[src/rtl/clkwin_pkg.sv]
// Shared constants for the calendar register window.
// Assumes byte-wide data and an eight-entry window at the top of memory.
package clkwin_pkg;
    localparam int BYTE_W  = 8;
    localparam int NREG    = 8;
    localparam int IDX_W   = $clog2(NREG);
    localparam int TIME_W  = (NREG - 1) * BYTE_W;
    localparam int FLAT_W  = NREG * BYTE_W;
    localparam int WHOLD_B = 7;
    localparam int RHOLD_B = 6;

    // Clock-function bits of each window byte; the rest is plain storage.
    function automatic logic [BYTE_W-1:0] clock_mask(input int idx);
        case (idx)
            1:       return 8'hFF;
            2:       return 8'h7F;
            3:       return 8'h3F;
            4:       return 8'h47;
            5:       return 8'h3F;
            6:       return 8'h1F;
            7:       return 8'hFF;
            default: return 8'h00;
        endcase
    endfunction
endpackage

[src/rtl/clkwin_decode.sv]
// Address decode: splits bus accesses between the clock window and SRAM.
// Assumes the window occupies the NREG highest addresses; power-fail blocks all.
module clkwin_decode
    import clkwin_pkg::*;
#(
    parameter int ADDR_W = 19
) (
    input  logic              bus_sel,
    input  logic              bus_wr,
    input  logic              bus_rd,
    input  logic [ADDR_W-1:0] bus_addr,
    input  logic              power_fail,
    output logic              win_wr,
    output logic              win_rd,
    output logic [IDX_W-1:0]  win_idx,
    output logic              sram_sel,
    output logic              sram_we,
    output logic              sram_rd
);
    logic in_win;
    logic live_acc;

    // Classify the current access.
    always_comb begin
        in_win   = &bus_addr[ADDR_W-1:IDX_W];
        live_acc = bus_sel && !power_fail;
        win_idx  = bus_addr[IDX_W-1:0];
        win_wr   = live_acc && in_win && bus_wr;
        win_rd   = live_acc && in_win && bus_rd && !bus_wr;
        sram_sel = live_acc && !in_win;
        sram_we  = sram_sel && bus_wr;
        sram_rd  = sram_sel && bus_rd && !bus_wr;
    end
endmodule

[src/rtl/clkwin_regs.sv]
// User register file: control byte, seven clock bytes, refresh and load pulse.
// Assumes tick is a single-cycle pulse issued after the live counter advances.
module clkwin_regs
    import clkwin_pkg::*;
(
    input  logic              clk,
    input  logic              rst_n,
    input  logic              wr_en,
    input  logic [IDX_W-1:0]  wr_idx,
    input  logic [BYTE_W-1:0] wr_data,
    input  logic              tick,
    input  logic [TIME_W-1:0] live_time,
    output logic [FLAT_W-1:0] user_flat,
    output logic              load_strobe,
    output logic [TIME_W-1:0] load_time
);
    logic [BYTE_W-1:0] ctrl_q;
    logic [BYTE_W-1:0] tbyte [1:NREG-1];
    logic              refresh;
    logic              ctrl_wr;

    // Refresh only when no hold is active and no transfer is under way.
    always_comb begin
        ctrl_wr = wr_en && (wr_idx == '0);
        refresh = tick && !ctrl_q[WHOLD_B] && !ctrl_q[RHOLD_B] && !load_strobe;
    end

    // Control byte: written by the bus only.
    always_ff @(posedge clk) begin
        if (!rst_n) ctrl_q <= '0;
        else if (ctrl_wr) ctrl_q <= wr_data;
    end

    // Transfer pulse on a write hold falling from 1 to 0.
    always_ff @(posedge clk) begin
        if (!rst_n) load_strobe <= 1'b0;
        else load_strobe <= ctrl_wr && ctrl_q[WHOLD_B] && !wr_data[WHOLD_B];
    end

    assign user_flat[BYTE_W-1:0] = ctrl_q;

    for (genvar g = 1; g < NREG; g++) begin : g_clk
        localparam logic [BYTE_W-1:0] MASK = clock_mask(g);
        // Clock byte: bus write wins, otherwise masked refresh from the counter.
        always_ff @(posedge clk) begin
            if (!rst_n) tbyte[g] <= '0;
            else if (wr_en && (wr_idx == IDX_W'(g))) tbyte[g] <= wr_data;
            else if (refresh)
                tbyte[g] <= (tbyte[g] & ~MASK) | (live_time[(g-1)*BYTE_W +: BYTE_W] & MASK);
        end
        assign user_flat[g*BYTE_W +: BYTE_W]     = tbyte[g];
        assign load_time[(g-1)*BYTE_W +: BYTE_W] = tbyte[g];
    end
endmodule

[src/rtl/clkwin_rdmux.sv]
// Read-data selection between the window bytes and SRAM, zero when idle.
// Assumes at most one of win_rd and sram_rd is high.
module clkwin_rdmux
    import clkwin_pkg::*;
(
    input  logic              win_rd,
    input  logic              sram_rd,
    input  logic [IDX_W-1:0]  win_idx,
    input  logic [FLAT_W-1:0] user_flat,
    input  logic [BYTE_W-1:0] sram_rdata,
    output logic [BYTE_W-1:0] rdata
);
    // Pick the source of the read byte.
    always_comb begin
        if (win_rd) rdata = user_flat[win_idx*BYTE_W +: BYTE_W];
        else if (sram_rd) rdata = sram_rdata;
        else rdata = '0;
    end
endmodule

[src/rtl/clkwin_window.sv]
// Top: calendar register window in front of a live counter, SRAM elsewhere.
// Assumes the counter samples load_time while load_strobe is high.
module clkwin_window
    import clkwin_pkg::*;
#(
    parameter int ADDR_W = 19
) (
    input  logic              clk,
    input  logic              rst_n,
    input  logic              bus_sel,
    input  logic              bus_wr,
    input  logic              bus_rd,
    input  logic [ADDR_W-1:0] bus_addr,
    input  logic [7:0]        bus_wdata,
    output logic [7:0]        bus_rdata,
    input  logic              power_fail,
    output logic              pf_n,
    output logic              sram_sel,
    output logic              sram_we,
    output logic [ADDR_W-1:0] sram_addr,
    output logic [7:0]        sram_wdata,
    input  logic [7:0]        sram_rdata,
    input  logic              tick,
    input  logic [55:0]       live_time,
    output logic              load_strobe,
    output logic [55:0]       load_time
);
    logic              win_wr;
    logic              win_rd;
    logic              sram_rd;
    logic [IDX_W-1:0]  win_idx;
    logic [FLAT_W-1:0] user_flat;

    assign pf_n       = !power_fail;
    assign sram_addr  = bus_addr;
    assign sram_wdata = bus_wdata;

    clkwin_decode #(.ADDR_W(ADDR_W)) u_dec (
        .bus_sel(bus_sel), .bus_wr(bus_wr), .bus_rd(bus_rd), .bus_addr(bus_addr),
        .power_fail(power_fail), .win_wr(win_wr), .win_rd(win_rd), .win_idx(win_idx),
        .sram_sel(sram_sel), .sram_we(sram_we), .sram_rd(sram_rd)
    );

    clkwin_regs u_regs (
        .clk(clk), .rst_n(rst_n), .wr_en(win_wr), .wr_idx(win_idx), .wr_data(bus_wdata),
        .tick(tick), .live_time(live_time), .user_flat(user_flat),
        .load_strobe(load_strobe), .load_time(load_time)
    );

    clkwin_rdmux u_rdmux (
        .win_rd(win_rd), .sram_rd(sram_rd), .win_idx(win_idx), .user_flat(user_flat),
        .sram_rdata(sram_rdata), .rdata(bus_rdata)
    );
endmodule

[config.mk]
export PLATFORM = sky130hd
export DESIGN_NAME = clkwin_window
export DESIGN_NICKNAME = d
export VERILOG_FILES = /design/src/rtl/clkwin_pkg.sv /design/src/rtl/clkwin_decode.sv /design/src/rtl/clkwin_regs.sv /design/src/rtl/clkwin_rdmux.sv /design/src/rtl/clkwin_window.sv
export SDC_FILE = /design/constraint.sdc
export NUM_CORES = 1
export LEC_CHECK = 0
export BUFFER_PORTS_ARGS = -buffer_cell sky130_fd_sc_hd__buf_2
export CORE_MARGIN = 2
export CORE_UTILIZATION = 40
export CTS_CLUSTER_DIAMETER = 200
export DETAILED_ROUTE_END_ITERATION = 10
export PLACE_DENSITY = 0.82
export SETUP_SLACK_MARGIN = 0.4
export SLEW_MARGIN = 20
export SYNTH_ARGS = -nofsm -noshare
export SYNTH_HDL_FRONTEND = slang
export SYNTH_SLANG_ARGS = --single-unit
[constraint.sdc]
create_clock -name clk -period 5.45 [get_ports clk]
set_clock_uncertainty 0.05 [all_clocks]
set_input_delay 0.2725 -clock clk [delete_from_list [all_inputs] [get_ports clk]]
set_output_delay 0.2725 -clock clk [all_outputs]
set_load 0.01 [all_outputs]
==> flow_summary.toml <==
[sta]
finalWorstSetupSlack_ps = 2780
finalCritPeriodShare_pct = 49.0
rsz0062_at_grt = "no"
fin_crit_ps = 2670
worstMarginPinSlew_ps = 919
drv_slew = 0
relSlewSlack_pct = 38.6
finalSetupViolCount = 0
hold_violations = 0
fmax_mhz = 374
setup_tns_ps = 0

[detailed_routing]
wl_um = 12700
via_per_inst = 5.62
drc = 0
firstDrtPassIters = 5
num_vias = 3501
drt-initial-drc-count = 242
wl_per_cell_um = 20.4
drtAntennaViolNets = 0

[critical_path]
rr_endpoint = "u_regs.tbyte[2][4]$_DFFE_PP_"
startpoint_type = "flip-flop"
regToRegSetupSlack_ps = 2780
r2r_start = "u_regs.ctrl_q[7]$_SDFFE_PN0P_"
critPathArrivalTime_ps = 2790
required_ps = 5560
rr_worst_depth = 5
crit_type = "reg -> reg"
worstPathMaxFanout = 23
end_kind = "flip-flop"

[final_layout]
seqCellArea_sq_um = 1860
antennaDiodeCount = 0
drive_above_1_share_pct = 45.4
area_delta_synth_final_pct = 14.3
multi_input_area_sq_um = 1570
nets = 580
fillers = 987

[synthesis]
synth_nets = 494
syn_avg_cell_area_sq_um = 10.5
ys.warnings.count = 0
syn-cell-area_sq_um = 4160
yosysSeqAreaShare_pct = 44.7
synth-seq-cells = 65
synthCells = 396
yosysUniqueCellTypes = 32

[pwr]
netSwitchingPower_uw = 309
seqPwrFrac_pct = 47.9
comb_power_share_pct = 15.7
p_leak_uw = 0.00209
p_per_area_nw_per_um2 = 260
switching_share_pct = 25.0
p_int_uw = 929
p_clk_share_pct = 36.3
vdd_drop_max_uv = 144

[min_path]
holdPathEnd = "u_regs.load_strobe$_SDFF_PN0_"
min_path_type = "in -> reg"
whs_path_depth = 2
min-delay-start = "bus_wdata[7]"

[clocking]
cts_setup_buffers = 0
cts_resized = 0
cts_max_level = 3
ctsLongestPathBuffers = 2
numCtsBuffers = 9
clk_latency_ps = 340
cts_tree = "yes"
cts-root-buf = "clkbuf_8"
path_clk_slew_ps = 70
cts.sinks = 65
hold_buffers = 0

[die]
dieArea_sq_um = 11200
die_w_um = 106
initial_utilization_pct = 40.7
die_h_um = 106
pin_count = 193
rows = 37
core_sq_um = 10200

[global_route]
grt_pass1_wl_um = 18600
grt_max_degree = 42
grt_pass1_vias = 3361
grt_util_all_layers_pct = 22.2
antenna_found_initial = 0
grt-ovfl-total = 0

[place]
dp_hpwl_um = 9810
post-place-ws_ps = 2610
portBuffers = 180
gp_congestion = 0.865

[run]
maxCapViolCount = 0

[status]
status = "complete, no violations"
-- power by group through the flow --
stage | registers (uW) | clock network, uW | logic (uW)
after global placement | 602 | 0 | 193
after global routing | 597 | 473 | 211
after detailed placement | 604 | 0 | 196
final | 594 | 450 | 195
after CTS | 593 | 453 | 197
after floorplan | 595 | 0 | 151
-- worst max-delay path by stage --
| stage | from | to | slack [ps] |
|---|---|---|---|
| final | u_regs.ctrl_q[7]$_SDFFE_PN0P_ | u_regs.tbyte[2][4]$_DFFE_PP_ | 2780 |
| after global routing | u_regs.ctrl_q[7]$_SDFFE_PN0P_ | u_regs.tbyte[2][4]$_DFFE_PP_ | 2600 |
| after CTS | u_regs.ctrl_q[7]$_SDFFE_PN0P_ | u_regs.tbyte[2][4]$_DFFE_PP_ | 2760 |
| after detailed placement | bus_addr[17] | u_regs.tbyte[4][7]$_DFFE_PP_ | 2610 |
| after global placement | bus_addr[11] | u_regs.tbyte[4][7]$_DFFE_PP_ | 2550 |
| after floorplan | bus_addr[17] | u_regs.tbyte[7][0]$_DFFE_PP_ | 3180 |
-- metrics by stage --
stage	power [uW]	hold WS [ps]	cells	cell area [sq um]	util, %
detailed placement	800	425	607	4540	44.4
finish	1240	77.0	623	4760	46.5
floorplan	746	299	396	4160	-
CTS	1240	55.9	623	4760	46.5
global route	1280	70.8	623	4760	46.5
global placement	795	421	607	4540	44.4
-- flip-flops by register name, summed over array words and instances, names as in the netlist --
register / count
u_regs.tbyte: 56
u_regs.load_strobe: 1
u_regs.ctrl_q: 8
-- layout by cell type (no fill, tap or decap), drive strengths merged, types with 3 or more instances in the layout --
master and count:
or4 3, dfxtp 9, a31oi 7, o21ai 42, nor3 5, inv 3, nor2 10, nand4 10
nand3 3, edfxtp 56, nand2 53, buf 184, nor4 4, o211ai 34, mux2i 19, clkbuf 13
mux4 16
-- Yosys cell counts --
library cell  number  share of area [%]
o21ai_1            8               0.96
nand4_1           10                1.5
o211ai_1          34                6.1
buf_6              1               0.27
dfxtp_1            9                4.3
edfxtp_1          56                 40
inv_1              3               0.27
a31oi_1            7                1.1
nand2_1           53                4.8
nor4bb_1           1               0.24
buf_4             83                 15
or4b_2             1               0.24
buf_2              4               0.48
mux4_2            16                8.7
mux2i_1           19                4.6
clkbuf_1          20                1.8
nor2b_1            2               0.30
or3_1              2               0.30
buf_1              1              0.090
or2_2              2               0.30
nor2_1            10               0.90
and4_1             1               0.21
or4_4              1               0.27
and2_1             1               0.15
nor3b_1            1               0.18
or4_1              2               0.36
a21oi_1            1               0.12
nand3b_4           1               0.48
nor4_1             4               0.60
nand3_1            3               0.36
nor3_1             5               0.60
o21ai_0           34                4.1
-- worst max-delay path, cell delays in order (launching register included) --
cell      delay, ps
dfxtp_1         330
or4b_2          720
nor2_2          730
buf_4           410
o211ai_1        140
o21ai_0         110
-- cell type report --
class | count | share of cell area, %
Tap cell | 136 | 3.58
Clock buffer | 13 | 3.13
Sequential cell | 65 | 39.1
Timing Repair Buffer | 184 | 19.6
Inverter | 3 | 0.237
Multi-Input combinational cell | 219 | 33.0
Clock inverter | 3 | 1.37
-- kinds of logic after synthesis --
kind of cell | after synthesis | synth area share [%]
buffers and inverters | 112 | 17.9
muxes | 35 | 13.2
DFF | 65 | 44.7
and+or+nand+nor | 100 | 11.8
AOI/OAI and AO/OA | 84 | 12.4
-- layer usage --
metal,track usage [%],vias up,routed length (um)
met5,0,-,0
met4,6.77,0,215
met3,4.41,21,1130
met2,41.6,217,6670
met1,25.5,1697,4680
li1,-,1566,-
No activity file was read; power rests on OpenSTA's default activity.
